--- src/rtl/ctx_switch_ctrl.sv ---
module ctx_switch_ctrl #(
  parameter int PCW     = 6,
  parameter int QUANTUM = 16,
  localparam int CW     = $clog2(QUANTUM)
) (
  input  logic           clk,
  input  logic           rst_n,
  input  logic [15:0]    instr,
  input  logic [1:0]     sched_pid,
  input  logic           branch_taken,
  input  logic [PCW-1:0] branch_target,
  input  logic [PCW-1:0] seq_pc,
  output logic [PCW+1:0] fetch_addr_o,
  output logic [1:0]     pid_o,
  output logic [1:0]     reg_bank_o,
  output logic [1:0]     next_pid_o,
  output logic           deq_o,
  output logic           rti_o,
  output logic           halt_o
);

  logic [1:0]     pid_q, sel_q;
  logic [PCW-1:0] pc_q [4];
  logic [CW-1:0]  cnt_q;
  logic [PCW-1:0] next_pc;

  wire       is_sys  = instr[15:12] == 4'b1000;
  wire [3:0] sub     = instr[11:8];
  wire       is_jmp  = is_sys && sub == 4'b0000;
  wire       is_deq  = is_sys && sub == 4'b1000;
  wire       is_rti  = is_sys && sub == 4'b1100;
  wire       is_halt = is_sys && sub == 4'b1111;
  wire       user    = pid_q != 2'd0;
  wire       expire  = user && cnt_q == CW'(QUANTUM - 1);

  assign deq_o        = is_deq && !user;
  assign rti_o        = is_rti && !user && sel_q != 2'd0;
  assign halt_o       = is_halt && user;
  assign pid_o        = pid_q;
  assign reg_bank_o   = pid_q;
  assign next_pid_o   = sel_q;
  assign fetch_addr_o = {pid_q, pc_q[pid_q]};

  always_comb begin
    if (is_jmp)                     next_pc = instr[PCW-1:0];
    else if (!is_sys && branch_taken) next_pc = branch_target;
    else                            next_pc = seq_pc;
  end

  always_ff @(posedge clk) begin
    if (!rst_n) begin
      pid_q <= 2'd0;
      sel_q <= 2'd0;
      cnt_q <= '0;
      for (int i = 0; i < 4; i++) pc_q[i] <= '0;
    end else begin
      pc_q[pid_q] <= next_pc;
      if (deq_o) sel_q <= sched_pid;
      if (rti_o) begin
        pid_q <= sel_q;
        cnt_q <= '0;
      end else if (user) begin
        cnt_q <= cnt_q + 1'b1;
        if (halt_o || expire) pid_q <= 2'd0;
      end
    end
  end

endmodule

--- config.mk ---
export PLATFORM = sky130hd
export DESIGN_NAME = ctx_switch_ctrl
export DESIGN_NICKNAME = d
export VERILOG_FILES = /design/src/rtl/ctx_switch_ctrl.sv
export SDC_FILE = /design/constraint.sdc
export NUM_CORES = 1
export LEC_CHECK = 0
export BUFFER_PORTS_ARGS = -buffer_cell sky130_fd_sc_hd__buf_2
export CORE_MARGIN = 10
export CORE_UTILIZATION = 35
export CTS_CLUSTER_SIZE = 40
export DETAILED_ROUTE_END_ITERATION = 10
export GPL_TIMING_DRIVEN = 0
export PLACE_DENSITY = 0.62
export REMOVE_ABC_BUFFERS = 1
export SLEW_MARGIN = 20
export SYNTH_ARGS = -nofsm -noshare
export SYNTH_HDL_FRONTEND = slang
export SYNTH_SLANG_ARGS = --single-unit
export TNS_END_PERCENT = 20
--- constraint.sdc ---
create_clock -name clk -period 4.2 [get_ports clk]
set_input_delay 0.42 -clock clk [delete_from_list [all_inputs] [get_ports clk]]
set_output_delay 0.42 -clock clk [all_outputs]
set_load 0.01 [all_outputs]
======== Word-level counts from Yosys, hierarchy flattened ========
Memories as Yosys holds them, arrays and structs flattened. A register that Yosys moved wholly into a read port is not among the register bits.
Index checks and enable logic that the tools add are counted.
storage, ports and cells
  flip-flop bits (word level) ............. 8
  RAM bits ................................ 24
  input bits .............................. 33
  output and inout port bits .............. 17
  word-level logic and storage cells ...... 44
  memories ................................ 1
cells by class
  add/sub/neg operators ................... 1
  equal/unequal tests ..................... 5
  mux-type cells .......................... 12
  bitwise operators ....................... 1
  reduce and logical (&&, ||, !) cells .... 21
memories
  memory  words  width  read ports  clocked after Yosys merged registers in  write ports  line  text
  pc_q    4      6      1           1                                        4            23    logic [PCW-1:0] pc_q [4];
operators by type and width
  kind                   number
  $eq A4 B4 Y1 const B   5
  $mux W6                3
  $mux W2                6
  $logic_and A1 B1 Y1    10
  $reduce_bool A2 Y1     4
  $reduce_or A6 Y1       1
  $add A4 B1 Y4 const B  1
  $logic_not A4 Y1       1
  $mux W1                3
  $logic_not A1 Y1       2
  $reduce_and A2 Y1      1
  $reduce_or A2 Y1       1
  $logic_or A1 B1 Y1     1
  $not A1 Y1             1

======== Longest topological paths before layout ========
  depth in word-level cells ............... 9
  depth in mapped cells ................... 5
  gate-level depth less buffers ........... 4

======== Worst setup path before layout ========
No wires, ideal clock.
  kind .................................... input to register
  from .................................... in instr[13]
  to ...................................... mem pc_q[0][0], data pin
  setup time .............................. 0.262 ns
  data arrival time ....................... 1.485 ns
  data required time ...................... 3.938 ns
  path slack .............................. 2.453 ns
  cell stages on the path ................. 4
  path through ............................ or4b_4 > or3_1 > o221ai_2 > nor2_1
RTL lines
  item         line  text
  from (decl)  8     input logic [15:0] instr,
  to (decl)    23

======== Worst setup path after layout ========
  from .................................... reg pid_q[1], in the netlist pid_o[1]
  to ...................................... out rti_o
on the way
  word-level cells in the longest chain between the ends .. 4
RTL lines
  item                               line  text
  from (decl)                        22    logic [1:0] pid_q, sel_q;
  from (signal assigned)             60    pid_q <= sel_q;
  $reduce_bool A2 Y1                 33    wire user = pid_q != 2'd0;
  $logic_not A1 Y1                   37    assign rti_o = is_rti && !user && sel_q != 2'd0;
  $logic_and A1 B1 Y1 (2 in series)  37
  to (decl)                          18    output logic rti_o,
No other way between the ends.

==> reports/metrics.cfg <==
[status]
outcome=complete, no violations

[power_and_ir_drop]
vdd_drop_max_v=0.000126
p_per_area_nw_per_um2=327
static-leakage-power_nw=0.794

[synthesis]
synth_simple_gate_area_share_pct=15.9
synth.distinct_cells=28
syn-instance-count=137
synth.yosys.seq_area_share_pct=55.0
share_of_flip_flops_with_an_asynchronous_set_or_reset_pct=0
yosys_register_bits=34
synth-xor-area-share_pct=1.05
main_combinational_cell_family_by_area_after_synthesis=simple AND/OR/NAND/NOR gates
synth_area_leaders=sky130_fd_sc_hd__edfxtp_1, sky130_fd_sc_hd__dfxtp_1, sky130_fd_sc_hd__mux4_2, sky130_fd_sc_hd__nor2_1, sky130_fd_sc_hd__o221ai_2
synth_compound_gate_area_share_pct=13.8
synth_mux_area_share_pct=9.42
netlist_top_cells_count=sky130_fd_sc_hd__nor2_1, sky130_fd_sc_hd__edfxtp_1, sky130_fd_sc_hd__dfxtp_1
yosys.area.top_type=sky130_fd_sc_hd__edfxtp_1
post_synth_fa_ha_maj_area_fraction_pct=0.747
post-synth-top-count-cell=sky130_fd_sc_hd__nor2_1
syn_avg_cell_area_um2=12.2
yosys.area.top_type_share_pct=43.0
syn-cell-area_um2=1670
synthesis.yosys.warnings=0
number_of_synthesized_flops_with_an_enable_pin=24
most_used_dff_post_synth=sky130_fd_sc_hd__edfxtp_1

[sta]
fmaxAchievable_mhz=469
final_max_slew_viol_count=0
final_total_negative_setup_slack_ns=0
timing.slew.headroom_pct=29.1
share_of_the_clock_period_used_by_the_worst_path_pct=50.7
number_of_endpoints_failing_setup_at_the_final_stage=0
hold_violations=0
finalCriticalPeriod_ns=2.13
clock-skew-final_ns=0.00242
tightest_slew_ns=1.05
grt_setup_unrepaired=false

[finish]
layout-area-overhead-vs-synth_pct=20.0
final_standard_cell_utilization_of_the_core_pct=42.8
nets=216
diodes=0
fillerInstances=444
drive_above_1_share_pct=38.3

[floorplanning]
floorplan.initialDensity_pct=35.7
std_cell_rows=25
fp.dieH_um=89.2
floorplan.die_area_um2=7950
floorplan.die.width_um=89.2
io_pins=50
core_area_um2=4690

[global_route]
first_global_vias=1306
grt_util_all_layers_pct=10.5
globalRouteOverflowTotal=0
number_of_antenna_violations_at_the_first_check_in_global_routing=0
largest_net_degree_at_the_start_of_global_routing=18
first_pass_grt_wire_length_um=6350

[route]
drc=0
routedWlPerCell_um=16.2
drtIter0Drc=105
route.antenna.remaining_nets=0
route.detailed.vias_per_inst=5.20
vias=1233
firstDrtPassIters=4
postRouteWirelength_um=3840

[placed_design]
port_buffers=47
dpl.hpwl_um=2990
place.gp.congestion=0.782

[cts]
total_cts_buffers=5
max-clock-path-buffers=2
clock_sink_count=34
cts.hold.buffers_added=0
clk_latency_ns=0.28
cts_repair_resize_count=0
ctsRootBufferMaster=sky130_fd_sc_hd__clkbuf_8
clk_pin_slew_worst_paths_ns=0.06
tritoncts=done
cts-htree-levels=2
post_cts.repair.setup_buffers=0

[job]
cap_viol_max_count=0

[critical_path]
r2r.worst_path.cells=2
setup.worst_path.class=register to output pin
timing.critical_path.from_type=register
cp.required_ns=3.78
arrival_time_reported_for_the_critical_path_endpoint_ns=1.71
cp_max_fo=12
nature_of_the_critical_path_endpoint=output pin

[worst_hold_path]
worst_hold_path.num_cells=3
hold_crit_path_type=input port to register

## registers in the layout, indices dropped and copies added (netlist names), named ones only
name / cells
pc_q: 24
cnt_q: 4
next_pid_o: 2
pid_o: 2
## final timing paths
kind	start	to	slack [ns]
max	pid_o[1]	rti_o	2.07
max reg2reg	pid_o[1]	pc_q[3][2]	2.28
min	sched_pid[1]	next_pid_o[1]	0.38
min reg2reg	cnt_q[1]	cnt_q[1]	0.47
## logic make-up after synthesis
group / after synthesis
flip-flops: 34
XOR/XNOR: 2
AO/OA/AOI/OAI: 27
AND/OR/NAND/NOR: 52
buffers and inverters: 14
adder cells (fa/ha/maj): 1
multiplexers: 7
## where the power goes
| part | switching [mW] | internal [mW] | total (mW) |
|---|---|---|---|
| Sequential | 0.00265 | 0.372 | 0.374 |
| Clock | 0.106 | 0.114 | 0.220 |
| Combinational | 0.0354 | 0.0279 | 0.0633 |
## metal layers
layer / part of all wire (%) / vias to the layer above / track usage, %
li1: - / 610 / -
met2: 47 / 42 / 16.6
met5: 0 / - / 0
met3: 6.8 / 8 / 4.56
met1: 44 / 573 / 12.3
met4: 1.9 / 0 / 4.34
## final cells by class
type / instances / area (um2) / share of cell area (%)
Timing Repair Buffer: 47 / 235 / 11.7
Multi-Input combinational cell: 89 / 686 / 34.1
Sequential cell: 34 / 921 / 45.8
Clock buffer: 6 / 72.6 / 3.61
Tap cell: 54 / 67.6 / 3.36
Inverter: 5 / 18.8 / 0.934
Clock inverter: 2 / 8.76 / 0.436
## per-stage QoR
| step | cells | power (mW) | worst slack (ns) | cell area, um2 | hold slack [ns] |
|---|---|---|---|---|---|
| 4_1_cts | 237 | 0.665 | 2.06 | 2010 | 0.370 |
| 3_5_place_dp | 229 | 0.446 | 2.22 | 1930 | 0.468 |
| 3_3_place_gp | 229 | 0.445 | 2.24 | 1930 | 0.466 |
| 2_1_floorplan | 128 | 0.413 | 2.45 | 1630 | 0.449 |
| 6_report | 237 | 0.658 | 2.07 | 2010 | 0.379 |
| 5_1_grt | 237 | 0.689 | 1.92 | 2010 | 0.396 |
## worst max-delay path, cell delays in order (launching register included)
cell and delay, ns:
sky130_fd_sc_hd__dfxtp_1 0.42, sky130_fd_sc_hd__nor4_1 0.41, sky130_fd_sc_hd__o211ai_1 0.21, sky130_fd_sc_hd__nor2_2 0.21, sky130_fd_sc_hd__buf_2 0.17
## layout by cell type (no fill, tap or decap), types with 2 or more instances in the layout
master and n:
sky130_fd_sc_hd__xor2_1 2, sky130_fd_sc_hd__nor2_1 28, sky130_fd_sc_hd__inv_1 5, sky130_fd_sc_hd__dfxtp_1 10, sky130_fd_sc_hd__a32o_1 4, sky130_fd_sc_hd__mux4_2 6, sky130_fd_sc_hd__buf_2 47, sky130_fd_sc_hd__edfxtp_1 24
sky130_fd_sc_hd__clkbuf_8 5, sky130_fd_sc_hd__a311oi_1 2, sky130_fd_sc_hd__a21oi_1 2, sky130_fd_sc_hd__o21ai_0 8, sky130_fd_sc_hd__nand2_1 6, sky130_fd_sc_hd__o221ai_2 6, sky130_fd_sc_hd__o21ai_1 2, sky130_fd_sc_hd__nand3_1 5
sky130_fd_sc_hd__or3_1 7
Note: power is estimated with default switching activity, not from simulation.
